==> config.mk <==
export PLATFORM = sky130hd
export DESIGN_NAME = boot_loader
export DESIGN_NICKNAME = d
export VERILOG_FILES = /design/src/rtl/boot_loader_pkg.sv /design/src/rtl/bl_flag_sync.sv /design/src/rtl/bl_addr_gen.sv /design/src/rtl/bl_word_cnt.sv /design/src/rtl/bl_ctrl.sv /design/src/rtl/boot_loader.sv
export SDC_FILE = /design/constraint.sdc
export NUM_CORES = 1
export LEC_CHECK = 0
export BUFFER_PORTS_ARGS = -buffer_cell sky130_fd_sc_hd__buf_2
export CAP_MARGIN = 20
export CORE_ASPECT_RATIO = 1.4
export CORE_UTILIZATION = 54
export CTS_CLUSTER_SIZE = 30
export DETAILED_ROUTE_END_ITERATION = 6
export PLACE_DENSITY = 0.81
export REMOVE_ABC_BUFFERS = 1
export SLEW_MARGIN = 20
export SYNTH_ARGS = -nofsm -noshare
export SYNTH_HDL_FRONTEND = slang
export SYNTH_SLANG_ARGS = --single-unit
==> constraint.sdc <==
create_clock -name clk_i -period 3.6 [get_ports clk_i]
set_clock_uncertainty 0.1 [all_clocks]
set_input_delay 1.08 -clock clk_i [delete_from_list [all_inputs] [get_ports clk_i]]
set_output_delay 1.08 -clock clk_i [all_outputs]
set_load 0.02 [all_outputs]
==> src/rtl/boot_loader_pkg.sv <==
package boot_loader_pkg;
  typedef enum logic [2:0] {
    ST_IDLE,
    ST_CNT,
    ST_ADDR,
    ST_LOAD,
    ST_FIRE,
    ST_DONE
  } bl_state_e;
endpackage

==> src/rtl/bl_flag_sync.sv <==
module bl_flag_sync #(
  parameter int STAGES = 2
) (
  input  logic clk_i,
  input  logic rst_ni,
  input  logic d_i,
  output logic q_o
);
  logic [STAGES-1:0] sr_q;

  always_ff @(posedge clk_i or negedge rst_ni) begin
    if (!rst_ni) sr_q <= '0;
    else         sr_q <= {sr_q[STAGES-2:0], d_i};
  end

  assign q_o = sr_q[STAGES-1];
endmodule

==> src/rtl/bl_addr_gen.sv <==
module bl_addr_gen #(
  parameter int W = 24
) (
  input  logic         clk_i,
  input  logic         rst_ni,
  input  logic         load_i,
  input  logic [W-1:0] base_i,
  input  logic         inc_i,
  output logic [W-1:0] addr_o,
  output logic [W-1:0] base_o
);
  logic [W-1:0] addr_q, base_q;

  always_ff @(posedge clk_i or negedge rst_ni) begin
    if (!rst_ni) begin
      addr_q <= '0;
      base_q <= '0;
    end else if (load_i) begin
      addr_q <= base_i;
      base_q <= base_i;
    end else if (inc_i) begin
      addr_q <= addr_q + 1'b1;  // wraps modulo 2^W
    end
  end

  assign addr_o = addr_q;
  assign base_o = base_q;


  addr_step_chk: assert property (@(posedge clk_i) disable iff (!rst_ni)
    (inc_i && !load_i) |=> addr_q == $past(addr_q) + W'(1));


  base_hold_chk: assert property (@(posedge clk_i) disable iff (!rst_ni)
    !load_i |=> base_q == $past(base_q));
endmodule

==> src/rtl/bl_word_cnt.sv <==
module bl_word_cnt #(
  parameter int W = 24
) (
  input  logic         clk_i,
  input  logic         rst_ni,
  input  logic         load_i,
  input  logic [W-1:0] cnt_i,
  input  logic         dec_i,
  output logic         empty_o,
  output logic         last_o
);
  logic [W-1:0] rem_q;

  always_ff @(posedge clk_i or negedge rst_ni) begin
    if (!rst_ni)     rem_q <= '0;
    else if (load_i) rem_q <= cnt_i;
    else if (dec_i)  rem_q <= rem_q - 1'b1;
  end

  assign empty_o = (rem_q == '0);
  assign last_o  = (rem_q == W'(1));


  no_underflow_chk: assert property (@(posedge clk_i) disable iff (!rst_ni)
    dec_i |-> !empty_o);
endmodule

==> src/rtl/bl_ctrl.sv <==
module bl_ctrl
  import boot_loader_pkg::*;
(
  input  logic clk_i,
  input  logic rst_ni,
  input  logic mode_ok_i,
  input  logic abort_i,
  input  logic valid_i,
  input  logic empty_i,
  input  logic last_i,
  output logic ready_o,
  output logic take_cnt_o,
  output logic take_addr_o,
  output logic write_o,
  output logic start_o
);
  bl_state_e st_q, st_d;
  logic busy, acc;

  assign busy    = (st_q == ST_CNT) || (st_q == ST_ADDR) || (st_q == ST_LOAD);
  // abort wins over an arriving word
  assign ready_o = busy && !abort_i;
  assign acc     = ready_o && valid_i;

  assign take_cnt_o  = acc && (st_q == ST_CNT);
  assign take_addr_o = acc && (st_q == ST_ADDR);
  assign write_o     = acc && (st_q == ST_LOAD);
  assign start_o     = (st_q == ST_FIRE);

  always_comb begin
    st_d = st_q;
    unique case (st_q)
      ST_IDLE: if (mode_ok_i) st_d = ST_CNT;
      ST_CNT: begin
        if (abort_i)  st_d = ST_FIRE;
        else if (acc) st_d = ST_ADDR;
      end
      ST_ADDR: begin
        if (abort_i)  st_d = ST_FIRE;
        else if (acc) st_d = empty_i ? ST_FIRE : ST_LOAD;
      end
      ST_LOAD: begin
        if (abort_i)            st_d = ST_FIRE;
        else if (acc && last_i) st_d = ST_FIRE;
      end
      ST_FIRE: st_d = ST_DONE;
      ST_DONE: st_d = ST_DONE;
      default: st_d = ST_DONE;
    endcase
  end

  always_ff @(posedge clk_i or negedge rst_ni) begin
    if (!rst_ni) st_q <= ST_IDLE;
    else         st_q <= st_d;
  end


  start_single_chk: assert property (@(posedge clk_i) disable iff (!rst_ni)
    start_o |=> !start_o);


  done_quiet_chk: assert property (@(posedge clk_i) disable iff (!rst_ni)
    start_o |=> (!ready_o && !write_o));


  abort_fire_chk: assert property (@(posedge clk_i) disable iff (!rst_ni)
    (abort_i && busy) |=> start_o);


  abort_block_chk: assert property (@(posedge clk_i) disable iff (!rst_ni)
    abort_i |-> !write_o);
endmodule

==> src/rtl/boot_loader.sv <==
module boot_loader #(
  parameter int         WORD_W    = 24,
  parameter int         MODE_W    = 4,
  parameter int         SYNC_STG  = 2,
  parameter logic [3:0] BOOT_MASK = 4'b0111,
  parameter logic [3:0] BOOT_PAT  = 4'b0100
) (
  input  logic              clk_i,
  input  logic              rst_ni,
  input  logic [MODE_W-1:0] mode_i,
  input  logic              abort_i,
  input  logic [WORD_W-1:0] word_i,
  input  logic              word_valid_i,
  output logic              word_ready_o,
  output logic              mem_we_o,
  output logic [WORD_W-1:0] mem_addr_o,
  output logic [WORD_W-1:0] mem_wdata_o,
  output logic              start_o,
  output logic [WORD_W-1:0] start_vec_o
);
  localparam logic [MODE_W-1:0] MASK_W = MODE_W'(BOOT_MASK);
  localparam logic [MODE_W-1:0] PAT_W  = MODE_W'(BOOT_PAT & BOOT_MASK);

  logic mode_ok, abort_s, empty, last;
  logic take_cnt, take_addr, write_en;
  logic [WORD_W-1:0] addr, base;

  assign mode_ok = ((mode_i & MASK_W) == PAT_W);

  bl_flag_sync #(.STAGES(SYNC_STG)) u_sync (
    .clk_i (clk_i),
    .rst_ni(rst_ni),
    .d_i   (abort_i),
    .q_o   (abort_s)
  );

  bl_word_cnt #(.W(WORD_W)) u_cnt (
    .clk_i  (clk_i),
    .rst_ni (rst_ni),
    .load_i (take_cnt),
    .cnt_i  (word_i),
    .dec_i  (write_en),
    .empty_o(empty),
    .last_o (last)
  );

  bl_addr_gen #(.W(WORD_W)) u_addr (
    .clk_i (clk_i),
    .rst_ni(rst_ni),
    .load_i(take_addr),
    .base_i(word_i),
    .inc_i (write_en),
    .addr_o(addr),
    .base_o(base)
  );

  bl_ctrl u_ctrl (
    .clk_i      (clk_i),
    .rst_ni     (rst_ni),
    .mode_ok_i  (mode_ok),
    .abort_i    (abort_s),
    .valid_i    (word_valid_i),
    .empty_i    (empty),
    .last_i     (last),
    .ready_o    (word_ready_o),
    .take_cnt_o (take_cnt),
    .take_addr_o(take_addr),
    .write_o    (write_en),
    .start_o    (start_o)
  );

  assign mem_we_o    = write_en;
  assign mem_addr_o  = addr;
  assign mem_wdata_o = word_i;
  assign start_vec_o = base;


  we_handshake_chk: assert property (@(posedge clk_i) disable iff (!rst_ni)
    mem_we_o |-> (word_valid_i && word_ready_o));


  reset_quiet_chk: assert property (@(posedge clk_i)
    !rst_ni |-> (!word_ready_o && !mem_we_o && !start_o));
endmodule

==> results by group <==
Place
  • Detailed Place HPWL: between 7000 and 8000 um
  • Area after DPL: 4740 um2
  • Final GP Congestion: approximately 0.86
  • PortBufs: around 110

STA
  • Final period util: a little under nine tenths
  • Final worst path period need: 3.09 ns
  • Slew Limit Fails: 0
  • Achievable Freq: approximately 320 MHz
  • Setup TNS: 0 ns
  • RSZ-0062 raised after global routing: false
  • Slew margin rel.: roughly a third
  • Worst Tran Pin Value: approximately 1.0 ns
  • Final setup fails: 0
  • Final Hold Vio Count: 0

CTS
  • Post-cts sizing count: 0
  • CTS tree: built
  • H-tree lvl count: 3
  • Post-CTS setup buffers: 0
  • CTS Buffer Depth: 2
  • Root buffer cell: clkbuf_8
  • Clock Latency Late Sink: 0.35 ns
  • Number of CTS-inserted buffers: 9
  • # hold bufs at CTS: 0
  • Register clock-pin slew on the reported worst setup and hold paths: 0.07 ns
  • CTS Sinks: between 70 and 80

Global routing
  • Tot GR Track Use: between 20% and 30%
  • Antenna violations before repair: 0
  • Vias in the first global route: ~3800
  • Pin count of the biggest net entering global routing: a little under 80
  • First-pass GRT wire length: around 18000 um
  • Total gr overflow: 0

Layout
  • Cell area after layout: 4910 um2
  • Layout cells sized above 1: roughly a quarter
  • NumNets Final: roughly 600
  • Finished Core Util: around 63%
  • Fillers: 688
  • Area added between synthesis and finish: 14.0%
  • Antenna cell count: 0

Logic synthesis
  • Seq/Total Area, Yosys: ~45%
  • Synth cell types: 57
  • Most common cell in the netlist: nand2_1
  • Synth warnings: 0
  • Synth Flop Type: dfrtp_1
  • Post-synthesis async set-or-reset flop share: 100%
  • Post-synthesis cell count: about 490
  • Yosys top cell by area: dfrtp_1
  • Mapped cell area: ~4300 um2
  • Avg Cell Area, Syn: just under 9 um2
  • FF+latch count, synth: 77
  • Number of flops mapped to enable cells by yosys: 0
  • Dominant cells by area after synthesis: dfrtp_1 45%, nand2_1 9.2%, buf_4 4.2%
  • Post-synth top area share: 44.8%
  • Synth top cells by count: 106 x nand2_1, 77 x dfrtp_1, 29 x o21ai_0

Die
  • Die X: about 77 um
  • Overall die height: approximately 110 um
  • I/O pin count: 107
  • Row count: 38
  • Core ar.: around 7700 um2
  • Die Area: 8340 um2
  • Initial core utilization: 55.5%

Drt
  • DRT Pass-1 Iters: 4
  • WL final: about 11000 um
  • Via/cell ratio: approximately 6.1
  • Routed length per placed instance: ~17 um
  • DR iter-0 viols: slightly below 300
  • Via count: around 4100
  • Number of remaining DRC errors: 0
  • Number of antenna-violating nets in the routed design: 0

Setup path
  • Worst setup path start: word_valid_i
  • Worst R2R Path Depth: 5
  • FF-to-FF End: u_cnt.rem_q[18]
  • CP Class: primary input to primary output
  • R2R Setup Slk: approximately 1.1 ns
  • CP Data Arrival Time: ~1.9 ns
  • CP required: 2.42 ns
  • Startpoint types: primary input
  • R2r startpoint: u_cnt.rem_q[4]
  • Endpoint class of the critical path: primary output
  • Critical Path Fanout Max: 9

Hold path
  • Endpoint, Worst Hold: u_sync.sr_q[1]
  • HP Class: register to register
  • Hold Path Origin: u_sync.sr_q[0]
  • Hold depth: 0

Power
  • Peak supply drop: 0.000182 V
  • P_leak: 2.39 nW
  • Power per cell area: around 310 nW/um2

Run
  • Maxcap violations: 0

Outcome
  • Status: complete, no violations
## layout make-up
class                   instances  area (um2)  share of cell area [%]
clock inverters                 2        10.0                   0.204
flip-flops and latches         77        1930                    39.3
multi-input cells             357        2070                    42.2
clock buffers                  12         155                    3.16
well taps                     100         125                    2.55
inverters                       8        30.0                   0.612
repair buffers                113         588                    12.0
## power by group
| part | internal (mW) | total (mW) | leakage [nW] | switching [mW] |
|---|---|---|---|---|
| Clock | 0.279 | 0.585 | 0.0881 | 0.306 |
| Sequential | 0.865 | 0.867 | 1.04 | 0.00178 |
| Combinational | 0.0281 | 0.0877 | 1.27 | 0.0596 |
## worst max-delay path by stage
stage	cells after the start	endpoint	slack [ns]
after global placement	5	mem_we_o	0.51
after CTS	5	mem_we_o	0.50
final	5	mem_we_o	0.51
after detailed placement	5	mem_we_o	0.51
after floorplan	3	mem_we_o	-2.16
after global routing	5	mem_we_o	0.41
## per-stage QoR
step	power [mW]	setup WS (ns)	cells	hold WS, ns
6_report	1.54	0.509	669	0.255
5_1_grt	1.59	0.412	669	0.276
4_1_cts	1.55	0.505	669	0.257
3_5_place_dp	0.973	0.506	655	0.249
3_3_place_gp	0.972	0.509	655	0.232
2_1_floorplan	0.893	-2.16	442	0.231
## per-layer routing
layer  track usage [%]  up-vias  part of all wire, %
met5                 0        -                    0
li1                  -     1927                    -
met4              10.8        0                  1.7
met3              4.24       16                  4.5
met2              48.9      168                   52
met1              34.6     1958                   42
## cell usage in the layout (no fill, tap or decap), types with 5 or more instances in the layout
cell type,synthesis,routed
nand2_1,106,106
xor2_1,5,5
inv_1,8,8
o211ai_1,6,6
and4_1,6,6
a31oi_1,6,6
nor3_1,12,12
dfrtp_1,77,76
nor2_1,24,23
buf_2,0,104
buf_4,24,9
o21ai_0,29,29
and3_1,5,5
clkbuf_8,0,11
o22ai_1,7,7
a21oi_1,27,27
nand4_1,12,12
nand3_1,18,18
o311ai_0,16,16
nor3b_1,5,5
o32ai_1,5,5
## registers in the layout (all words and copies together) (netlist names)
name           count
u_cnt.rem_q       24
u_sync.sr_q        2
u_addr.addr_o     24
u_ctrl.st_q        3
u_addr.base_o     24
## worst max-delay path, cell delays in order
cell and delay (ns):
buf_2 0.17, nor4bb_4 0.24, nand2_1 0.10, inv_1 0.14
buf_2 0.18
## cells by family after synthesis
logic type | after synthesis | share of synthesized area, %
buffers and inverters | 60 | 7.50
multiplexers | 4 | 0.930
AND/OR/NAND/NOR | 224 | 26.0
AO/OA/AOI/OAI | 120 | 18.8
adder cells (fa/ha/maj) | 3 | 0.872
XOR/XNOR | 6 | 1.22
flip-flops | 77 | 44.8
No activity file was read; power rests on OpenSTA's default activity.
